**config.mk**
```make
export PLATFORM = sky130hd
export DESIGN_NAME = seq_pair_detect
export DESIGN_NICKNAME = d
export VERILOG_FILES = /design/src/rtl/seqdet_pkg.sv /design/src/rtl/seqdet_next.sv /design/src/rtl/seqdet_state_reg.sv /design/src/rtl/seqdet_flags.sv /design/src/rtl/seq_pair_detect.sv
export SDC_FILE = /design/constraint.sdc
export NUM_CORES = 1
export LEC_CHECK = 0
export ABC_CLOCK_PERIOD_IN_PS = 1000
export BUFFER_PORTS_ARGS = -buffer_cell sky130_fd_sc_hd__buf_2
export CORE_AREA = 2 2 39 41
export DETAILED_ROUTE_END_ITERATION = 12
export DIE_AREA = 0 0 41 43
export PLACE_DENSITY = 0.47
export SLEW_MARGIN = 20
export SYNTH_ARGS = -nofsm -noshare
export SYNTH_HDL_FRONTEND = slang
export SYNTH_SLANG_ARGS = --single-unit
```
**constraint.sdc**
```tcl
create_clock -name clk -period 1 [get_ports clk]
set_input_delay 0.2 -clock clk [delete_from_list [all_inputs] [get_ports clk]]
set_output_delay 0.2 -clock clk [all_outputs]
set_load 0.02 [all_outputs]
```
**src/rtl/seqdet_pkg.sv**
```systemverilog
package seqdet_pkg;

  // State encoding styles selectable at build time
  typedef enum logic [1:0] {
    ENC_BINARY = 2'd0,
    ENC_GRAY   = 2'd1,
    ENC_ONEHOT = 2'd2
  } enc_style_e;

  localparam int NUM_STATES = 6;
  localparam int IDX_W      = $clog2(NUM_STATES);

  // Abstract history states: longest suffix of the accepted stream
  // that is a proper prefix of 1001 or 1101.
  typedef enum logic [IDX_W-1:0] {
    H_NONE = 3'd0,   // no useful history
    H_1    = 3'd1,
    H_10   = 3'd2,
    H_100  = 3'd3,
    H_11   = 3'd4,
    H_110  = 3'd5
  } hist_e;

  localparam logic [3:0] PAT_A = 4'b1001;
  localparam logic [3:0] PAT_B = 4'b1101;

  function automatic int code_width(enc_style_e e);
    return (e == ENC_ONEHOT) ? NUM_STATES : IDX_W;
  endfunction

endpackage

```
**src/rtl/seqdet_next.sv**
```systemverilog
module seqdet_next
  import seqdet_pkg::*;
(
  input  hist_e cur,
  input  logic  bit_in,
  output hist_e nxt,
  output logic  hit_a,
  output logic  hit_b
);

  // Transition on one accepted bit; completing a pattern leaves "1"
  // as history so overlapping matches are kept.
  always_comb begin
    nxt   = H_NONE;
    hit_a = 1'b0;
    hit_b = 1'b0;
    unique case (cur)
      H_NONE: nxt = bit_in ? H_1 : H_NONE;
      H_1:    nxt = bit_in ? H_11 : H_10;
      H_10:   nxt = bit_in ? H_1 : H_100;
      H_100: begin
        nxt   = bit_in ? H_1 : H_NONE;
        hit_a = bit_in == PAT_A[0];
      end
      H_11:   nxt = bit_in ? H_11 : H_110;
      H_110: begin
        nxt   = bit_in ? H_1 : H_100;
        hit_b = bit_in == PAT_B[0];
      end
      default: nxt = H_NONE;
    endcase
  end

endmodule

```
**src/rtl/seqdet_state_reg.sv**
```systemverilog
module seqdet_state_reg
  import seqdet_pkg::*;
#(
  parameter enc_style_e ENC = ENC_BINARY
) (
  input  logic  clk,
  input  logic  rst,
  input  logic  load,
  input  hist_e nxt_idx,
  output hist_e cur_idx
);

  localparam int CW = code_width(ENC);

  logic [CW-1:0] code_q;
  logic [CW-1:0] code_d;
  logic [CW-1:0] code_rst;

  generate
    if (ENC == ENC_ONEHOT) begin : g_onehot
      assign code_rst = CW'(1);
      assign code_d   = CW'(1) << nxt_idx;
      always_comb begin
        cur_idx = H_NONE;
        for (int i = 0; i < NUM_STATES; i++) begin
          if (code_q[i]) cur_idx = hist_e'(IDX_W'(i));
        end
      end
    end else if (ENC == ENC_GRAY) begin : g_gray
      logic [IDX_W-1:0] bin;
      assign code_rst = '0;
      assign code_d   = CW'(nxt_idx ^ (nxt_idx >> 1));
      always_comb begin
        bin[IDX_W-1] = code_q[IDX_W-1];
        for (int i = IDX_W - 2; i >= 0; i--) begin
          bin[i] = bin[i+1] ^ code_q[i];
        end
      end
      assign cur_idx = hist_e'(bin);
    end else begin : g_binary
      assign code_rst = '0;
      assign code_d   = CW'(nxt_idx);
      assign cur_idx  = hist_e'(code_q[IDX_W-1:0]);
    end
  endgenerate

  always_ff @(posedge clk) begin
    if (rst)       code_q <= code_rst;
    else if (load) code_q <= code_d;
  end

  // without a valid bit the state register holds
  a_r6_state_hold: assert property (@(posedge clk) disable iff (rst)
    !load |=> $stable(code_q));

  // the register only ever holds a legal code
  generate
    if (ENC == ENC_ONEHOT) begin : g_chk_oh
      a_r8_onehot_legal: assert property (@(posedge clk) disable iff (rst)
        $countones(code_q) == 1);
    end else begin : g_chk_bin
      a_r8_code_legal: assert property (@(posedge clk) disable iff (rst)
        cur_idx <= H_110);
    end
  endgenerate

endmodule

```
**src/rtl/seqdet_flags.sv**
```systemverilog
module seqdet_flags (
  input  logic clk,
  input  logic rst,
  input  logic take,
  input  logic hit_a,
  input  logic hit_b,
  output logic flag_a,
  output logic flag_b
);

  always_ff @(posedge clk) begin
    if (rst) begin
      flag_a <= 1'b0;
      flag_b <= 1'b0;
    end else begin
      flag_a <= take & hit_a;
      flag_b <= take & hit_b;
    end
  end

  // the two patterns differ in their second bit, so never both
  a_r7_exclusive: assert property (@(posedge clk) disable iff (rst)
    !(flag_a && flag_b));

  // a match pulse is a single cycle
  a_r5_pulse_a: assert property (@(posedge clk) disable iff (rst)
    flag_a |=> !flag_a);
  a_r5_pulse_b: assert property (@(posedge clk) disable iff (rst)
    flag_b |=> !flag_b);

  // an idle input cycle yields no flag
  a_r6_idle_quiet: assert property (@(posedge clk) disable iff (rst)
    !take |=> !flag_a && !flag_b);

endmodule

```
**src/rtl/seq_pair_detect.sv**
```systemverilog
module seq_pair_detect
  import seqdet_pkg::*;
#(
  parameter enc_style_e ENC = ENC_BINARY
) (
  input  logic clk,
  input  logic rst,
  input  logic in_valid,
  input  logic in_bit,
  output logic in_ready,
  output logic flag_a,
  output logic flag_b
);

  hist_e cur_st;
  hist_e nxt_st;
  logic  hit_a;
  logic  hit_b;

  // no buffering, never back-pressures
  assign in_ready = 1'b1;

  seqdet_next u_next (
    .cur    (cur_st),
    .bit_in (in_bit),
    .nxt    (nxt_st),
    .hit_a  (hit_a),
    .hit_b  (hit_b)
  );

  seqdet_state_reg #(.ENC(ENC)) u_state (
    .clk     (clk),
    .rst     (rst),
    .load    (in_valid),
    .nxt_idx (nxt_st),
    .cur_idx (cur_st)
  );

  seqdet_flags u_flags (
    .clk    (clk),
    .rst    (rst),
    .take   (in_valid),
    .hit_a  (hit_a),
    .hit_b  (hit_b),
    .flag_a (flag_a),
    .flag_b (flag_b)
  );

  // a flag follows only an accepted bit
  a_r2_flag_needs_valid: assert property (@(posedge clk) disable iff (rst)
    (flag_a || flag_b) |-> $past(in_valid));

endmodule

```
==> reports/summary.txt <==
Cell Rows -> 14
Worst Path Buf+Inv -> 0
Register bit total from synthesis -> 5
Filler cells -> 149
Routability Congestion -> 0.603
Worst-path clk slew -> 0.05 ns
Die area -> 1760 sq um
Power Total -> 521 uW
Final Hold Fails -> 0
CP Cell Sequence -> a21boi_1 -> o211a_1 -> a2111oi_2
Layout Cells excl Fill -> 55
Initial antenna violation count -> 0
Max incr delay on CP -> 0.33 ns
PD cells -> 1550 nW/um^2
Yosys warning total -> 0
Setup crit end kind -> register
Max frequency -> 1.04 GHz
Port Buffer Count -> 5
Overall routed net length -> 533 um
Status -> finished, final reports clean
Die Wd -> 41 um
Clk_skew -> 0.00123 ns
Clock root buffer -> clkbuf_4
Critical-path maximum fanout -> 5
Longest Clk Path Bufs -> 2
Slowest cell on the critical path -> dfxtp_2
Max rail drop VDD -> 0.000261 V
# IOs -> 7
Most common cell after layout, fill and taps aside -> buf_2
Kind of critical path -> register to register
Cell variety after synth -> 18
Max-Cap Viols -> 0
Largest net degree at the start of global routing -> 7
CTS Sinks -> 5
Post-synthesis sequential area ratio -> 42.6%
Syn nets -> 31
Crit-path leading delay family -> compound AO/OA/AOI/OAI gates
HP Class -> primary input to register
Area Growth Syn to Fin -> 43.1%
GR Overflow Total -> 0
DR pass1 iterations -> 4
DRT iter0 DRCs -> 6
Max Slew Vio Count -> 0
Max H-tree Level -> 1
Hold WS -> 0.194 ns
DRC Markers -> 0
Via Count -> 247
Final ANT Viol Nets -> 0
Nets -> 44
Die Y -> 43 um
CTS buffer count -> 3
Fin crit share -> 96.3%
Ant diodes -> 0
Hold-fix buffers at CTS -> 0
Leak Pwr -> 0.146 nW
Number of global-route vias before repair -> 231
Util after Layout -> 24.3%
Avg Vias per Cell -> 4.49
Startpoint class of the critical path -> register
Per-instance average area after synthesis -> 8.71 sq um
Mapped Area -> 235 sq um
Floorplan core area -> 1380 sq um
Final setup viols -> 0
Most frequent cells in the layout -> buf_2, buf_4, nor2_1, clkbuf_4, dfxtp_1
Layout cells sized above 1 -> 43.6%
Tot GR Track Use -> 7.42%
Worst-Skew Late Latency -> 0.24 ns
First-pass GRT wire length -> 855 um
Clock tree from TritonCTS -> done
Placed cell count -> 51
Routed len/inst -> 9.69 um
Req. time, crit path -> 1.14 ns
Postcts setup bufs -> 0
Unrepaired setup endpoints after global routing -> true
Critical path arrival -> 1.10 ns
Initial Util -> 17.0%
Mapped Cells -> 27
Fin crit period -> 0.963 ns
-- Yosys cell counts (all sizes together) --
cell | count | area share [%]
nand4 | 1 | 2.7
a21oi | 1 | 2.1
o21ai | 2 | 4.3
and3b | 1 | 4.3
nor3 | 1 | 2.1
nor2 | 3 | 4.8
a22oi | 1 | 3.2
o211a | 1 | 4.3
dfxtp | 5 | 43
o31ai | 1 | 3.2
conb | 1 | 1.6
nand2 | 2 | 3.2
buf | 1 | 3.2
a2111oi | 1 | 6.4
a21boi | 1 | 3.2
inv | 2 | 3.2
nand3 | 1 | 2.1
nor4b | 1 | 3.7
-- metal layers --
layer	part of all wire, %	vias up	global-route usage (%)
li1	-	121	-
met1	46	113	8.65
met2	45	13	10.0
met3	8.3	0	1.57
met4	0	0	8.00
met5	0	-	0
-- worst paths after layout --
path,from,to,slack [ns],depth (start not counted)
worst min register to register,u_state.cur_idx[2],u_state.cur_idx[2],0.52,2
worst min-delay path,rst,u_state.cur_idx[0],0.19,2
worst max-delay path,u_state.cur_idx[0],u_state.cur_idx[0],0.04,3
worst max register to register,u_state.cur_idx[0],u_state.cur_idx[0],0.04,3
-- where the power goes --
part           switching [mW]  internal (mW)
registers             0.00800          0.207
clock network          0.0893          0.151
logic                  0.0336         0.0320
total                   0.131          0.390
-- kinds of logic (layout without fill, tap and decap cells) --
kind of cell | after synthesis | count (layout) | synth area share, %
compound gates | 8 | 8 | 26.6
simple gates | 10 | 10 | 22.9
buf+inv | 3 | 15 | 6.39
flops | 5 | 5 | 42.6
other cells | 1 | 1 | 1.59
-- layout make-up --
type                    instances  area [sq um]  share of cell area (%)
repair buffers                  9          55.1                    16.4
inverters                       2          7.51                    2.23
clock buffers                   4          26.3                    7.81
multi-input cells              19           125                    37.2
well taps                      16          20.0                    5.95
flip-flops and latches          5           103                    30.5
-- registers in the layout, summed over array words and instances, names as in the netlist --
| register | flops |
|---|---|
| u_state.cur_idx | 3 |
| u_flags.flag_a | 1 |
| u_flags.flag_b | 1 |
-- metrics by stage --
step	instance area (sq um)	setup TNS (ns)	setup slack [ns]
final	337	0	0.0370
after global routing	337	-0.0570	-0.0570
after CTS	330	0	0.0161
after detailed placement	303	-0.0157	-0.0114
after global placement	303	-0.0300	-0.0211
after floorplan	235	0	0.0647
-- timing repair --
action | 4_1_cts | 5_1_grt
resized for setup | 1 | 2
setup endpoints to repair | 2 | 2
pin swaps | 0 | 0
hold endpoints to repair | 0 | 0
Note: power is estimated with default switching activity, not from simulation.
